--- src/rtl/sector_guard_pkg.sv ---
`timescale 1ns/1ps
package sector_guard_pkg;

  // strobes sent from control to datapath
  typedef struct packed {
    logic capture;    // latch request and its verdict at this edge
    logic lockWrite;  // update one lock bit at this edge
  } guardStrobes_t;

endpackage

--- src/rtl/sector_guard_dp.sv ---
`timescale 1ns/1ps
module sector_guard_dp
  import sector_guard_pkg::*;
#(
  parameter int ADDR_W  = 20,
  parameter int BLOCK_W = 16
) (
  input  logic                          clk,
  input  logic                          rstN,
  input  guardStrobes_t                 strb,
  input  logic [ADDR_W-1:0]             reqAddr,
  input  logic                          reqErase,
  input  logic [ADDR_W-BLOCK_W-1:0]     regSel,
  input  logic                          regWrData,
  input  logic                          topLockPinN,
  input  logic                          protPinN,
  output logic                          blockedQ,
  output logic [ADDR_W-1:0]             addrQ,
  output logic                          eraseQ,
  output logic [(1<<(ADDR_W-BLOCK_W))-1:0] lockBits
);

  localparam int IDX_W   = ADDR_W - BLOCK_W;
  localparam int NUM_BLK = 1 << IDX_W;
  localparam int TOP_IDX = NUM_BLK - 1;

  logic [IDX_W-1:0]   reqIdx;
  logic               inTop;
  logic               pinForce;
  logic               blockNow;
  logic [NUM_BLK-1:0] lockQ;

  // region decode: the highest block is the top boot region
  assign reqIdx = reqAddr[ADDR_W-1 -: IDX_W];
  assign inTop  = (reqIdx == IDX_W'(TOP_IDX));

  // each pin only reaches its own region; a low pin forces protection
  always_comb begin
    if (inTop) pinForce = ~topLockPinN;
    else       pinForce = ~protPinN;
    blockNow = pinForce | lockQ[reqIdx];
  end

  // one software lock bit per block
  for (genvar gi = 0; gi < NUM_BLK; gi++) begin : gLock
    always_ff @(posedge clk) begin
      if (!rstN)
        lockQ[gi] <= 1'b0;
      else if (strb.lockWrite && (regSel == IDX_W'(gi)))
        lockQ[gi] <= regWrData;
    end
  end

  // capture request with verdict taken from the request-cycle pins and locks
  always_ff @(posedge clk) begin
    if (!rstN) begin
      blockedQ <= 1'b0;
      addrQ    <= '0;
      eraseQ   <= 1'b0;
    end else if (strb.capture) begin
      blockedQ <= blockNow;
      addrQ    <= reqAddr;
      eraseQ   <= reqErase;
    end
  end

  assign lockBits = lockQ;

endmodule

--- src/rtl/sector_guard_ctl.sv ---
`timescale 1ns/1ps
module sector_guard_ctl
  import sector_guard_pkg::*;
(
  input  logic          clk,
  input  logic          rstN,
  input  logic          reqValid,
  input  logic          regWrEn,
  input  logic          blockedQ,
  output guardStrobes_t strb,
  output logic          grantValid,
  output logic          denyPulse
);

  logic vldQ;

  always_comb begin
    strb.capture   = reqValid;
    strb.lockWrite = regWrEn;
  end

  always_ff @(posedge clk) begin
    if (!rstN) vldQ <= 1'b0;
    else       vldQ <= reqValid;
  end

  // exactly one verdict per captured request
  assign grantValid = vldQ & ~blockedQ;
  assign denyPulse  = vldQ &  blockedQ;

endmodule

--- src/rtl/sector_guard.sv ---
`timescale 1ns/1ps
module sector_guard
  import sector_guard_pkg::*;
#(
  parameter int ADDR_W  = 20,
  parameter int BLOCK_W = 16
) (
  input  logic                              clk,
  input  logic                              rstN,
  input  logic                              reqValid,
  input  logic                              reqErase,
  input  logic [ADDR_W-1:0]                 reqAddr,
  input  logic                              regWrEn,
  input  logic [ADDR_W-BLOCK_W-1:0]         regSel,
  input  logic                              regWrData,
  input  logic                              topLockPinN,
  input  logic                              protPinN,
  output logic                              grantValid,
  output logic                              grantErase,
  output logic [ADDR_W-1:0]                 grantAddr,
  output logic                              denyPulse,
  output logic [(1<<(ADDR_W-BLOCK_W))-1:0]  lockBits
);

  guardStrobes_t strb;
  logic          blockedQ;

  sector_guard_ctl u_ctl (
    .clk        (clk),
    .rstN       (rstN),
    .reqValid   (reqValid),
    .regWrEn    (regWrEn),
    .blockedQ   (blockedQ),
    .strb       (strb),
    .grantValid (grantValid),
    .denyPulse  (denyPulse)
  );

  sector_guard_dp #(.ADDR_W(ADDR_W), .BLOCK_W(BLOCK_W)) u_dp (
    .clk         (clk),
    .rstN        (rstN),
    .strb        (strb),
    .reqAddr     (reqAddr),
    .reqErase    (reqErase),
    .regSel      (regSel),
    .regWrData   (regWrData),
    .topLockPinN (topLockPinN),
    .protPinN    (protPinN),
    .blockedQ    (blockedQ),
    .addrQ       (grantAddr),
    .eraseQ      (grantErase),
    .lockBits    (lockBits)
  );

endmodule

--- config.mk ---
export PLATFORM = sky130hd
export DESIGN_NAME = sector_guard
export DESIGN_NICKNAME = d
export VERILOG_FILES = /design/src/rtl/sector_guard_pkg.sv /design/src/rtl/sector_guard_dp.sv /design/src/rtl/sector_guard_ctl.sv /design/src/rtl/sector_guard.sv
export SDC_FILE = /design/constraint.sdc
export NUM_CORES = 1
export LEC_CHECK = 0
export CORE_ASPECT_RATIO = 2
export CORE_MARGIN = 2
export CORE_UTILIZATION = 40
export CTS_CLUSTER_DIAMETER = 40
export DETAILED_ROUTE_END_ITERATION = 16
export PLACE_DENSITY = 0.75
export SLEW_MARGIN = 25
export SYNTH_ARGS = -nofsm -noshare
export SYNTH_HDL_FRONTEND = slang
export SYNTH_SLANG_ARGS = --single-unit
--- constraint.sdc ---
create_clock -name clk -period 3.4 [get_ports clk]
set_input_delay 0.34 -clock clk [delete_from_list [all_inputs] [get_ports clk]]
set_output_delay 0.34 -clock clk [all_outputs]
set_load 0.01 [all_outputs]
* Word-level counts from Yosys, hierarchy flattened
Index checks and enable logic that the tools add are counted.
Storage, ports and cells: memories kept 0, bits in latches 0, bits in writable memories 0, flip-flop bits (word level) 39, logic and storage cells 63, bits in read-only memories 0, input bits 32
Operators by class: magnitude comparators 1, bitwise operators 6, reduce and logical (&&, ||, !) cells 17, div/mod/pow operators 0, muxes and demuxes 3, add/subtract/negate cells 0, multipliers 0, equal/unequal tests 16, shift-type cells 0
Operators by type and width (number):
- 4-bit equality test, second input constant | 9
- 4-bit by 3-bit equality test with 1-bit output, second input constant | 4
- 1-bit logical AND | 16
- 4-bit by 2-bit equality test with 1-bit output, second input constant | 2
- 4-bit by 5-bit less-than comparator with 1-bit output, second input constant | 1
- 1-bit binary-select mux with 4-bit select | 1
- 4-bit by 1-bit equality test with 1-bit output, second input constant | 1
- 4-bit zero test | 1
- 1-bit NOT | 3
- 1-bit bitwise AND | 2
- 1-bit two-way mux | 2
- 1-bit OR | 1

* Depth between registers and ports, before layout
Gate-level depths: netlist (run 1).
depth in word-level cells 3, gate-level depth with buffers 5, gate-level depth less buffers 4

* Hierarchy
A second synthesis (run 1) with hierarchy kept.
Unflattened totals: cell total of the unflattened synthesis 181, area total of the unflattened synthesis 1795.5 µm²
By module, submodules not included:
- sector_guard_dp | seq. area each 760.7 µm², instances 1, area each 1737.9 µm², cells each 175
- sector_guard_ctl | seq. area each 20.0 µm², instances 1, area each 57.6 µm², cells each 6

* Least setup slack after synthesis (run 1)
OpenSTA, ideal clock, no wires.
path type input to register, start input reqAddr[17], end register u_dp.blockedQ, setup time 0.126 ns, slack 1.977 ns, stages 5, data arrival time 1.296 ns, cell sequence buf_6 > mux4_2 > and3_1 > a31oi_1 > a31oi_1
On the way: longest elaborated chain between the ends 3
RTL lines:
- start, declared | RTL line sector_guard.sv:12 | input logic [ADDR_W-1:0] reqAddr,
- 1-bit binary-select mux with 4-bit select / 4-bit equality test (equally long branches) | RTL line sector_guard_dp.sv:41, sector_guard_dp.sv:35
- 1-bit two-way mux, on equally long branches | RTL line sector_guard_dp.sv:41, sector_guard_dp.sv:39
- 1-bit OR (*) | RTL line sector_guard_dp.sv:41 | blockNow = pinForce | lockQ[reqIdx];
- end signal, assigned | RTL line sector_guard_dp.sv:61 | blockedQ <= blockNow;
- end, declared | RTL line sector_guard_dp.sv:17 | output logic blockedQ,
Mark *: on every way between the ends. The rest lies on a longest branch, timed or not. The select of a mux whose other input is x is not followed. A chain may end at the register's enable or synchronous reset.

* Worst setup path after layout (run 1)
Same ends and word-level chain as after synthesis.

==> metrics.md, run 1 <==
| Metric | Value |
|---|---|
| Syn Inst Count | 182 |
| Rows | 34 |
| DRT Pass-1 Iters | 4 |
| Final count of hold timing violations | 0 |
| Reg-to-reg endpoint | u_dp.blockedQ$_SDFFE_PN0P_ |
| Antenna violations before repair | 0 |
| Worst path required time | 3.58 ns |
| Ys Warns | 0 |
| Fmax achieved | 571 MHz |
| Core Region | 4300 um^2 |
| Pleak | 0.988 nW |
| Leading cell type by number of instances after synthesis | dfxtp_1 |
| Syn-to-layout area delta | 47.8% |
| Relative slew margins | 60.2% |
| Cell Area, Synth | 1760 um^2 |
| Worst vdd ir | 417 uV |
| Global-route wire length before repair | 6690 um |
| R2r startpoint | u_dp.lockBits[9]$_SDFFE_PN0P_ |
| Post-CTS Setup Inserts | 0 |
| Hold_sp | u_dp.lockBits[0]$_SDFFE_PN0P_ |
| Global Route Usage Sum | 17.6% |
| Antenna-violating nets left | 0 |
| CTS tree | done |
| Synthesized area per cell | 9.68 um^2 |
| Fin Clk Skew | 0.00536 ns |
| Worst-path fanout max | 8 |
| Die height | 97.9 um |
| Pwr Density | 421 nW/um^2 |
| CP Capture Type | flip-flop |
| Crit path kind | input pin to flip-flop |
| Final wirelength | 4260 um |
| Asr flop ratio synth | 0% |
| Most used DFF post-synth | dfxtp_1 |
| Nets | 279 |
| Hold_buf cts | 0 |
| Max H-tree Level | 2 |
| WP data arrival | 1.93 ns |
| Max_cap viols | 0 |
| Worst-Margin Slew | 0.596 ns |
| Clk slew on worst S/H paths | 0.07 ns |
| Cts repair resizes | 0 |
| Via/cell ratio | 5.11 |
| Top post-synthesis cells by count | 39 x dfxtp_1, 32 x mux2i_1, 28 x nor2b_1 |
| GP Congestion | 0.783 |
| Number of synthesized flops with an enable pin | 0 |
| Syn_nets | 214 |
| Die Area | 4980 um^2 |
| Min-Delay Path Class | flip-flop to flip-flop |
| Final setup vio count | 0 |
| Startpoint Class | input pin |
| Vias after detailed routing | 1542 |
| R2R Setup Slk | 2.08 ns |
| Yosys cell types | 25 |
| RSZ-0062 raised after global routing | no |
| Length in cells of the worst reg-to-reg path | 4 |
| Minimum clock period | 1.75 ns |
| Final Slew Violations | 0 |
| Die Width | 50.9 um |
| PortBufs | 70 |
| Hold Path End | u_dp.lockBits[0]$_SDFFE_PN0P_ |
| Clock Tree Root | clkbuf_8 |
| Clock Tree Buf Depth | 2 |
| # IOs | 71 |
| Initial Utilization | 41.0% |
| Placed wire-length estimate | 3030 um |
| Fin crit share | 51.5% |
| Post-synth top area share | 44.3% |
| Drt wl/cell | 14.1 um |
| Clk sinks | 39 |
| Vias in the first global route | 1402 |
| Top cells by area, synth | dfxtp_1 44%, mux2i_1 18%, nor2b_1 9.9% |
| Num CTS Buffers | 5 |
| Worst-Skew Late Latency | 0.30 ns |
| Status | completed |
| Largest net degree at the start of global routing | 40 |
| Setup tns final | 0 ns |
| Drt first-iter violations | 13 |
| Hold depth | 2 |
| Seq/Total Area, Yosys | 44.3% |
| Yosys reg bits | 39 |
| Final core occ | 60.6% |
| GR Overflow Total | 0 |
| Leading area contributor after synthesis | dfxtp_1 |
| Layout cell share with drive strength beyond 1 | 4.44% |
| DRC Markers | 0 |
| Diodes inserted | 0 |
==> routing by layer <==
layer / wire, um / track usage (%)
met1: 1650 / 19.3
met2: 2330 / 30.6
met3: 180 / 3.36
met4: 103 / 9.56
met5: 0 / 0
==> cells by family (layout without fill, tap and decap cells) <==
| group | Yosys count | after routing | share of synthesized area [%] |
|---|---|---|---|
| and+or+nand+nor | 72 | 72 | 22.7 |
| AOI/OAI and AO/OA | 23 | 23 | 8.31 |
| muxes | 34 | 34 | 21.0 |
| DFF | 39 | 39 | 44.3 |
| buffers and inverters | 14 | 80 | 3.69 |
==> worst max path at each step <==
stage | cells after the start | end | slack, ns | from
after floorplan | 5 | u_dp.blockedQ$_SDFFE_PN0P_ | 1.98 | reqAddr[17]
after global placement | 5 | u_dp.blockedQ$_SDFFE_PN0P_ | 1.36 | reqAddr[17]
after detailed placement | 5 | u_dp.blockedQ$_SDFFE_PN0P_ | 1.32 | reqAddr[17]
after CTS | 5 | u_dp.blockedQ$_SDFFE_PN0P_ | 1.63 | reqAddr[17]
after global routing | 5 | u_dp.blockedQ$_SDFFE_PN0P_ | 1.56 | reqAddr[17]
final | 5 | u_dp.blockedQ$_SDFFE_PN0P_ | 1.65 | reqAddr[17]
==> final cells by class <==
| class | count | area, um^2 |
|---|---|---|
| flip-flops and latches | 39 | 781 |
| multi-input cells | 129 | 916 |
| fillers | 380 | 1690 |
| repair buffers | 71 | 703 |
| well taps | 54 | 67.6 |
| clock buffers | 6 | 72.6 |
| clock inverters | 2 | 60.1 |
| inverters | 1 | 3.75 |
==> through the flow <==
| stage | hold slack (ns) | cell area [um^2] | power, mW | std cells | setup slack (ns) |
|---|---|---|---|---|---|
| floorplan | 0.499 | 1760 | 0.568 | 182 | 1.98 |
| global placement | 0.479 | 2480 | 0.651 | 294 | 1.36 |
| detailed placement | 0.497 | 2480 | 0.653 | 294 | 1.32 |
| CTS | 0.506 | 2610 | 1.11 | 302 | 1.63 |
| global route | 0.529 | 2600 | 1.13 | 302 | 1.56 |
| finish | 0.497 | 2600 | 1.10 | 302 | 1.65 |
==> layout by cell type (no fill, tap or decap), drive strengths merged, types with 2 or more instances in the layout <==
cell type	instances
nand2	12
bufinv	2
nand3b	4
buf	2
and2	2
nor4b	2
mux4	2
o21ai	10
clkbuf	6
nor2	11
a21boi	10
clkdlybuf4s50	69
nor3	4
mux2i	32
nand3	3
nand2b	2
nor2b	28
a31oi	2
dfxtp	39
==> flip-flops by register name, summed over array words and instances (netlist names) <==
| register | cells |
|---|---|
| u_dp.lockBits | 16 |
| u_ctl.vldQ | 1 |
| u_dp.eraseQ | 1 |
| u_dp.addrQ | 20 |
| u_dp.blockedQ | 1 |
==> worst max-delay path: stages <==
cell             delay, ns
clkdlybuf4s50_1       0.64
mux4_2                0.54
and3_1                0.19
a31oi_1               0.13
a31oi_1               0.09
==> report_power, final <==
part	internal (mW)	switching, mW
clock	0.293	0.163
combinational	0.0913	0.0636
sequential	0.475	0.0100
total	0.860	0.236
(Power assumes the default switching activity.)
==> run 2, diff against run 1 <==
- CORE_UTILIZATION: 40 -> 39
- PLACE_DENSITY: 0.75 -> 0.76
- clock period: 3.4 -> 1.6 ns (I/O delays scaled with it)
==> metrics.md, run 2 (synthesized netlist as in run 1, its figures left out) <==
| Metric | Value |
|---|---|
| Core Region | 4340 um^2 |
| Design Area, Final | 2670 um^2 |
| CP Capture Type | flip-flop |
| Syn-to-layout area delta | 51.7% |
| R2r startpoint | u_dp.lockBits[15]$_SDFFE_PN0P_ |
| P_sw | 0.497 mW |
| Top reg by flops | u_dp.addrQ |
| Sequential Power Share | 48.7% |
| Cell Int Power | 1.62 mW |
| Worst-Margin Slew | 0.326 ns |
| Antenna-violating nets left | 0 |
| GP Congestion | 0.792 |
| Fin Clk Skew | 0.00475 ns |
| Die height | 99.1 um |
| Clk slew on worst S/H paths | 0.08 ns |
| # IOs | 71 |
| Combinational Power Share | 16.8% |
| Filler cells | 402 |
| Clk sinks | 39 |
| Worst-path fanout max | 3 |
| Worst-Skew Late Latency | 0.28 ns |
| Startpoint Class | input pin |
| Pleak | 1.02 nW |
| Relative slew margins | 78.2% |
| Diodes inserted | 0 |
| Hold_sp | reqAddr[7] |
| Max_cap viols | 0 |
| Sw Ratio | 23.5% |
| Worst path required time | 1.76 ns |
| DRC Markers | 0 |
| Cell Area, Placed | 2570 um^2 |
| Place WS | -0.147 ns |
| Minimum clock period | 1.45 ns |
| Final setup vio count | 0 |
| Commonest non-fill, non-tap cell in the layout | clkdlybuf4s50_1 |
| Initial Utilization | 40.6% |
| Reg-to-reg endpoint | u_dp.blockedQ$_SDFFE_PN0P_ |
| Via/cell ratio | 4.94 |
| Drt wl/cell | 14.0 um |
| Setup tns final | 0 ns |
| CTS tree | done |
| WP data arrival | 1.61 ns |
| Fmax achieved | 692 MHz |
| Final Slew Violations | 0 |
| Hold depth | 3 |
| Largest net degree at the start of global routing | 40 |
| Final wirelength | 4360 um |
| DRT Pass-1 Iters | 4 |
| Area of the multi-input gates | 916 um^2 |
| Rows | 34 |
| Hold_buf cts | 0 |
| Layout cell share with drive strength beyond 1 | 7.78% |
| Worst vdd ir | 743 uV |
| Max H-tree Level | 2 |
| Clk pwr share | 34.5% |
| Pwr Density | 791 nW/um^2 |
| Min-Delay Path Class | input pin to flip-flop |
| Drt first-iter violations | 5 |
| R2R Setup Slk | 0.29 ns |
| Clock Tree Root | clkbuf_8 |
| Crit path kind | input pin to flip-flop |
| Nets | 288 |
| Final worst slack | 0.155 ns |
| Status | completed |
| Clock Tree Buf Depth | 2 |
| GR Overflow Total | 0 |
| Final Total Pwr | 2.11 mW |
| Cts repair resizes | 0 |
| Die Area | 5100 um^2 |
| Length in cells of the worst reg-to-reg path | 4 |
| Antenna violations before repair | 0 |
| Hold Path End | u_dp.addrQ[7]$_SDFFE_PN0P_ |
| Vias in the first global route | 1468 |
| Most frequent cells in the layout | 70 x clkdlybuf4s50_1, 39 x dfxtp_1, 32 x mux2i_1, 28 x nor2b_1, 12 x nand2_1 |
| Num CTS Buffers | 5 |
| Global Route Usage Sum | 17.8% |
| PortBufs | 70 |
| FF+latch area | 781 um^2 |
| Die Width | 51.5 um |
| Post-CTS Setup Inserts | 0 |
| Max FFs per register | 20 |
| Global-route wire length before repair | 7040 um |
| Placed wire-length estimate | 3270 um |
| Fin crit share | 90.3% |
| Vias after detailed routing | 1535 |
| Final count of hold timing violations | 0 |
| RSZ-0062 raised after global routing | no |
## run 2: cell count changes in the layout (fill, tap and decap cells not counted)
cell             delta
clkinvlp_4          +1
buf_2               -1
clkdlybuf4s50_1     +1
buf_12              +2
clkbuf_8            +2
clkbuf_1            -1
buf_4               +7
bufinv_16           -2
## run 2: through the flow
step                cells  util (%)  hold slack (ns)
floorplan             182         -            0.326
CTS                   311      61.6            0.489
detailed placement    303      59.2            0.499
global route          311      61.6            0.511
finish                311      61.6            0.493
global placement      303      59.2            0.490
## run 2: power groups by stage
stage	combinational [mW]	sequential (mW)	clock, mW
6_report	0.354	1.03	0.729
5_1_grt	0.382	1.04	0.797
4_1_cts	0.359	1.03	0.759
3_5_place_dp	0.358	1.05	0
3_3_place_gp	0.354	1.05	0
2_1_floorplan	0.138	1.07	0
## run 2: critical path, stage by stage
cell and delay (ns):
clkdlybuf4s50_1 0.53, mux4_2 0.50, and3_1 0.19, a31oi_1 0.13, a31oi_1 0.09
## run 2: layout make-up
cell class / instances / area share (%)
flip-flops and latches: 39 / 29.2
multi-input cells: 129 / 34.3
inverters: 1 / 0.140
repair buffers: 80 / 30.0
clock buffers: 7 / 3.60
well taps: 54 / 2.53
clock inverters: 1 / 0.281
## run 2: worst max path at each step
stage                                         from                          to  slack (ns)  depth (start not counted)
detailed placement                     reqAddr[17]  u_dp.blockedQ$_SDFFE_PN0P_       -0.15                          5
global route            u_dp.blockedQ$_SDFFE_PN0P_                   denyPulse        0.07                          2
finish                                 reqAddr[17]  u_dp.blockedQ$_SDFFE_PN0P_        0.15                          5
CTS                     u_dp.blockedQ$_SDFFE_PN0P_                   denyPulse        0.14                          2
floorplan           u_dp.lockBits[15]$_SDFFE_PN0P_  u_dp.blockedQ$_SDFFE_PN0P_        0.31                          4
global placement                       reqAddr[17]  u_dp.blockedQ$_SDFFE_PN0P_       -0.14                          5
## run 2: routing by layer
layer	global-route usage (%)	part of all wire, %	vias to the layer above
met5	0	0	-
met4	6.88	1.9	0
met3	3.33	4.4	6
met2	31.3	55	44
met1	20.5	39	714
li1	-	-	771
==> run 3, diff against run 2 <==
- HOLD_SLACK_MARGIN: not set -> 0.06
- SLEW_MARGIN: 25 -> not set
==> results of run 3 <==
No change in the layout: final DEF, timing and power equal those of run 2.
